==> src/rtl/sysexc_pkg.sv <==
package sysexc_pkg;
  // exception number width, fixed by the 6-bit fields of the status word
  localparam int EXC_W     = 6;
  localparam int SYS_SLOTS = 16;
  localparam int NUM_NMI   = 2;
  localparam int NUM_PSV   = 14;
  localparam int NUM_TICK  = 15;

  // status word bit positions (software decodes them)
  localparam int B_NMI_SET  = 31;
  localparam int B_PSV_SET  = 28;
  localparam int B_PSV_CLR  = 27;
  localparam int B_TICK_SET = 26;
  localparam int B_TICK_CLR = 25;
  localparam int B_IRQ_ANY  = 22;
  localparam int F_PEND_LSB = 12;
  localparam int F_ACT_LSB  = 0;

  typedef struct packed {
    logic nmi_set;
    logic psv_set;
    logic psv_clr;
    logic tick_set;
    logic tick_clr;
  } sw_req_t;
endpackage

==> src/rtl/sysexc_rst_sync.sv <==
module sysexc_rst_sync (
  input  logic clk,
  input  logic rst_n,
  output logic rst_out_n
);
  logic stage_q;

  always_ff @(posedge clk or negedge rst_n) begin
    if (!rst_n) begin
      stage_q   <= 1'b0;
      rst_out_n <= 1'b0;
    end else begin
      stage_q   <= 1'b1;
      rst_out_n <= stage_q;
    end
  end
endmodule

==> src/rtl/sysexc_pend_bit.sv <==
// One system pending flag: clear > set > entry acknowledge > hold.
module sysexc_pend_bit (
  input  logic clk,
  input  logic rst_n,
  input  logic set_i,
  input  logic clr_i,
  input  logic ack_i,
  output logic pend_o
);
  logic pend_d;
  logic pend_en;

  always_comb begin
    pend_en = set_i | clr_i | ack_i;
    if (clr_i)      pend_d = 1'b0;
    else if (set_i) pend_d = 1'b1;
    else            pend_d = 1'b0;   // acknowledge only
  end

  always_ff @(posedge clk or negedge rst_n) begin
    if (!rst_n)       pend_o <= 1'b0;
    else if (pend_en) pend_o <= pend_d;
  end
endmodule

==> src/rtl/sysexc_irq_bank.sv <==
// Peripheral line latches: acknowledge beats a concurrent request.
module sysexc_irq_bank #(
  parameter int NUM_IRQ = 32
) (
  input  logic               clk,
  input  logic               rst_n,
  input  logic [NUM_IRQ-1:0] req_i,
  input  logic [NUM_IRQ-1:0] ack_i,
  output logic [NUM_IRQ-1:0] pend_o
);
  for (genvar g = 0; g < NUM_IRQ; g++) begin : g_line
    logic d;
    logic en;

    always_comb begin
      en = req_i[g] | ack_i[g];
      d  = ~ack_i[g];
    end

    always_ff @(posedge clk or negedge rst_n) begin
      if (!rst_n)  pend_o[g] <= 1'b0;
      else if (en) pend_o[g] <= d;
    end
  end
endmodule

==> src/rtl/sysexc_pick.sv <==
// Fixed-order selector: lowest set index wins.
module sysexc_pick #(
  parameter int W     = 48,
  parameter int IDX_W = 6
) (
  input  logic [W-1:0]     vec_i,
  output logic             vld_o,
  output logic [IDX_W-1:0] idx_o
);
  always_comb begin
    vld_o = |vec_i;
    idx_o = '0;
    for (int i = W - 1; i >= 0; i--) begin
      if (vec_i[i]) idx_o = IDX_W'(i);
    end
  end
endmodule

==> src/rtl/sysexc_active.sv <==
module sysexc_active #(
  parameter int EXC_W = 6
) (
  input  logic             clk,
  input  logic             rst_n,
  input  logic             take_i,
  input  logic             exit_i,
  input  logic [EXC_W-1:0] win_i,
  output logic [EXC_W-1:0] act_o
);
  logic [EXC_W-1:0] act_d;
  logic             act_en;

  always_comb begin
    act_en = take_i | exit_i;
    act_d  = take_i ? win_i : '0;
  end

  always_ff @(posedge clk or negedge rst_n) begin
    if (!rst_n)      act_o <= '0;
    else if (act_en) act_o <= act_d;
  end
endmodule

==> src/rtl/sysexc_ctrl.sv <==
module sysexc_ctrl #(
  parameter int NUM_IRQ = 32
) (
  input  logic               clk,
  input  logic               rst_n,
  input  logic               reg_wr_en,
  input  logic [31:0]        reg_wdata,
  output logic [31:0]        reg_rdata,
  input  logic               tick_evt,
  input  logic [NUM_IRQ-1:0] irq_req,
  input  logic               exc_entry,
  input  logic               exc_exit,
  output logic [5:0]         active_num,
  output logic [5:0]         pend_num,
  output logic [7:0]         pend_vec_addr
);
  import sysexc_pkg::*;

  localparam int NUM_EXC = SYS_SLOTS + NUM_IRQ;

  logic               rst_core_n;
  sw_req_t            sw;
  logic               nmi_q, psv_q, tick_q;
  logic [NUM_IRQ-1:0] irq_q, irq_ack;
  logic [NUM_EXC-1:0] pend_vec;
  logic               win_vld;
  logic [EXC_W-1:0]   win_num;
  logic               take;
  logic               unused_wdata;

  sysexc_rst_sync u_rst (.clk(clk), .rst_n(rst_n), .rst_out_n(rst_core_n));

  always_comb begin
    sw.nmi_set  = reg_wr_en & reg_wdata[B_NMI_SET];
    sw.psv_set  = reg_wr_en & reg_wdata[B_PSV_SET];
    sw.psv_clr  = reg_wr_en & reg_wdata[B_PSV_CLR];
    sw.tick_set = reg_wr_en & reg_wdata[B_TICK_SET];
    sw.tick_clr = reg_wr_en & reg_wdata[B_TICK_CLR];
  end

  assign unused_wdata = ^{reg_wdata[30:29], reg_wdata[24:0]};
  assign take         = exc_entry & win_vld;

  sysexc_pend_bit u_nmi (
    .clk(clk), .rst_n(rst_core_n), .set_i(sw.nmi_set), .clr_i(1'b0),
    .ack_i(take && (win_num == EXC_W'(NUM_NMI))), .pend_o(nmi_q));

  sysexc_pend_bit u_psv (
    .clk(clk), .rst_n(rst_core_n), .set_i(sw.psv_set), .clr_i(sw.psv_clr),
    .ack_i(take && (win_num == EXC_W'(NUM_PSV))), .pend_o(psv_q));

  sysexc_pend_bit u_tick (
    .clk(clk), .rst_n(rst_core_n), .set_i(sw.tick_set | tick_evt),
    .clr_i(sw.tick_clr),
    .ack_i(take && (win_num == EXC_W'(NUM_TICK))), .pend_o(tick_q));

  for (genvar g = 0; g < NUM_IRQ; g++) begin : g_ack
    assign irq_ack[g] = take && (win_num == EXC_W'(SYS_SLOTS + g));
  end

  sysexc_irq_bank #(.NUM_IRQ(NUM_IRQ)) u_irq (
    .clk(clk), .rst_n(rst_core_n), .req_i(irq_req), .ack_i(irq_ack),
    .pend_o(irq_q));

  always_comb begin
    pend_vec                          = '0;
    pend_vec[NUM_NMI]                 = nmi_q;
    pend_vec[NUM_PSV]                 = psv_q;
    pend_vec[NUM_TICK]                = tick_q;
    pend_vec[NUM_EXC-1:SYS_SLOTS]     = irq_q;
  end

  sysexc_pick #(.W(NUM_EXC), .IDX_W(EXC_W)) u_pick (
    .vec_i(pend_vec), .vld_o(win_vld), .idx_o(win_num));

  sysexc_active #(.EXC_W(EXC_W)) u_act (
    .clk(clk), .rst_n(rst_core_n), .take_i(take), .exit_i(exc_exit),
    .win_i(win_num), .act_o(active_num));

  assign pend_num      = win_vld ? win_num : '0;
  assign pend_vec_addr = {pend_num, 2'b00};

  always_comb begin
    reg_rdata                        = '0;
    reg_rdata[B_NMI_SET]             = nmi_q;
    reg_rdata[B_PSV_SET]             = psv_q;
    reg_rdata[B_TICK_SET]            = tick_q;
    reg_rdata[B_IRQ_ANY]             = |irq_q;
    reg_rdata[F_PEND_LSB +: EXC_W]   = pend_num;
    reg_rdata[F_ACT_LSB  +: EXC_W]   = active_num;
  end
endmodule

==> config.mk <==
export PLATFORM = sky130hd
export DESIGN_NAME = sysexc_ctrl
export DESIGN_NICKNAME = d
export VERILOG_FILES = /design/src/rtl/sysexc_pkg.sv /design/src/rtl/sysexc_rst_sync.sv /design/src/rtl/sysexc_pend_bit.sv /design/src/rtl/sysexc_irq_bank.sv /design/src/rtl/sysexc_pick.sv /design/src/rtl/sysexc_active.sv /design/src/rtl/sysexc_ctrl.sv
export SDC_FILE = /design/constraint.sdc
export NUM_CORES = 1
export LEC_CHECK = 0
export BUFFER_PORTS_ARGS = -buffer_cell sky130_fd_sc_hd__buf_4
export CORE_MARGIN = 4
export CORE_UTILIZATION = 50
export DETAILED_ROUTE_END_ITERATION = 16
export HOLD_SLACK_MARGIN = 0.02
export PLACE_DENSITY = 0.89
export SETUP_SLACK_MARGIN = 0.15
export SLEW_MARGIN = 20
export SYNTH_ARGS = -nofsm -noshare
export SYNTH_HDL_FRONTEND = slang
export SYNTH_SLANG_ARGS = --single-unit
==> constraint.sdc <==
create_clock -name clk -period 3.58 [get_ports clk]
set_input_delay 0.179 -clock clk [delete_from_list [all_inputs] [get_ports clk]]
set_output_delay 0.179 -clock clk [all_outputs]
set_load 0.05 [all_outputs]
==> results_dict.tcl <==
set metrics [dict create \
    status "finished, final reports clean" \
    vias 2172 \
    synth_area_leaders "dfrtp_1 (44%), buf_4 (12%), a21oi_1 (8.9%)" \
    topRoutingLayerUsed "met4" \
    wl_met3_um 510 \
    fin_nets 411 \
    die_x_um 78.3 \
    maxCapViolations 0 \
    clk_latency_ns 0.30 \
    crit_type "reg2out" \
    ant_nets 0 \
    drt_iter0_markers 158 \
    met1_length_mm 2.41 \
    overflow 0 \
    min_period_ns 2.63 \
    route.detailed.drc 0 \
    placementRows 25 \
    cts_tree "built" \
    synthArstFlopShare 1.00 \
    post-route-period-util 0.735 \
    cts.sinks 43 \
    syn_area_mm2 0.00247 \
    portBuffers 76 \
    dp_hpwl_mm 4.76 \
    hold_class "in2reg" \
    final.setup.tns_ns 0 \
    yosysWarningCount 0 \
    synth_area_per_cell_um2 8.80 \
    cts_root_buffer "clkbuf_8" \
    grt_usage 0.202 \
    grt_pass1_vias 2072 \
    hold_viol_final 0 \
    wl_per_cell_um 14.7 \
    wirelength_mm 6.02 \
    synth_edf_count 0 \
    synthCells 281 \
    grt_first_pass_wirelength_mm 9.78 \
    clockBufferDepth 2 \
    dpl.cell_count 400 \
    drive_above_1_share 0.292 \
    n_antenna_cell 0 \
    antenna_found_initial 0 \
    seq_area_frac_synth 0.435 \
    crit_arrival_ns 2.45 \
    area_growth_pct 21.5 \
    r2r_slack_ns 0.97 \
    slew_viol_final 0 \
    synth.ff_latch_count 43 \
    start_util 0.520 \
    clkTransAtPathRegs_ns 0.08 \
    synth_most_common_cell "nor2_1" \
    fillers 411 \
    required_ns 3.40 \
    die_h_um 78.3 \
    avgViaCountPerCell 5.31 \
    skew_ns 0.00428 \
    synth.distinct_cells 45 \
    io_pins 122 \
    grt_start_max_net_pins 42 \
    max_freq_mhz 380 \
    synth_area_leader_cell "dfrtp_1" \
    fin_cells 409 \
    setup-violations-final 0 \
    htreeDepth 2 \
    ys_top_cells_by_count "nor2_1 (52), a21oi_1 (44), dfrtp_1 (43)" \
    power.density_mw_per_mm2 394 \
    numCtsBuffers 5 \
    wl_met2_mm 2.97 \
    max-vdd-ir-drop_v 0.000274 \
    die-area_mm2 0.00614 \
    end_kind "output pin" \
    worst_slew_pin_slew_ns 0.938 \
    synthFlopType "dfrtp_1" \
    slew_headroom 0.375 \
    power.leakage_nw 1.24 \
    start_kind "flip-flop" \
    rsz0062_at_grt "no" \
    crit_fanout 5 \
    dr.pass1.iters 4 \
    synth_top_area_share 0.435 \
    gp_congestion 0.863 \
    core_mm2 0.00475 \
]
## placed cells by master, fill, tap and decap left out, types with 5 or more instances in the layout
cell and n:
buf_4 78, nor2_1 52, a21oi_1 44, dfrtp_1 43, conb_1 19, nor3_1 12
nand2_1 12, inv_1 9, clkbuf_8 7, nor4_1 5, o21ai_0 5, nand3_1 5
## state kept, by name (all words and copies together) (netlist names)
signal	flops
u_tick.pend_o	1
u_psv.pend_o	1
u_nmi.pend_o	1
u_rst.rst_out_n	1
u_rst.stage_q	1
u_act.act_o	6
u_irq.pend_o	32
## routing by layer
layer  track usage  vias up
met2         0.338       92
met3        0.0539       13
met5             0        -
met1         0.258     1018
met4        0.0594        0
li1              -     1049
## path summary, 6_finish.rpt
check                                  from  cells after the start          endpoint
min in group asynchronous             rst_n                      2     u_rst.stage_q
hold / removal                reg_wdata[25]                      2     u_tick.pend_o
setup / recovery           u_irq.pend_o[20]                      6  pend_vec_addr[4]
setup reg to reg           u_irq.pend_o[14]                      7  u_irq.pend_o[25]
max in group asynchronous   u_rst.rst_out_n                      1   u_irq.pend_o[6]
hold reg to reg             u_rst.rst_out_n                      1  u_irq.pend_o[28]
## kinds of logic (layout without fill, tap and decap cells)
kind of cell	count (synthesis)	in the layout	synth area share
buf+inv	52	96	0.139
compound gates	75	75	0.196
other cells	2	19	0.00304
flops	43	43	0.435
simple gates	109	109	0.227
## timing repair
action | 4_1_cts | 5_1_grt
buffers inserted | 0 | 0
endpoints found under the hold margin | 2 | 0
hold buffers | 1 | 0
gates resized for setup | 0 | 0
## stage by stage
| step | utilization | instance area [µm²] | hold slack, ns | power, mW | setup slack (ns) |
|---|---|---|---|---|---|
| after CTS | 0.632 | 3010 | 0.0420 | 1.19 | 0.918 |
| after global routing | 0.632 | 3010 | 0.0418 | 1.23 | 0.764 |
| after detailed placement | 0.609 | 2900 | -0.0368 | 0.861 | 0.991 |
| final | 0.632 | 3010 | 0.0469 | 1.18 | 0.950 |
| after global placement | 0.609 | 2900 | -0.0380 | 0.857 | 1.06 |
| after floorplan | - | 2540 | -0.117 | 0.790 | 1.00 |
## critical path, stage by stage, from the launching register on
cell and delay, ns:
dfrtp_1 0.42, or4_1 0.59, a311oi_2 0.37, o21ai_2 0.16
a21oi_1 0.29, nor2_1 0.11, buf_4 0.22
## area by class of cell
class                   count  area (µm²)  share of cell area
repair buffers             79         596               0.198
well taps                  67        83.8              0.0279
clock buffers               8         100              0.0333
multi-input cells         203        1120               0.372
inverters                   9        33.8              0.0112
flip-flops and latches     43        1080               0.358
## report_power, final
group          total [mW]  switching [mW]  leakage [nW]  internal [mW]
combinational       0.336           0.242         0.775         0.0944
sequential          0.515          0.0169         0.418          0.498
clock               0.332           0.156        0.0515          0.176
total                1.18           0.415          1.24          0.768
Power figures use the tool's default switching activity.
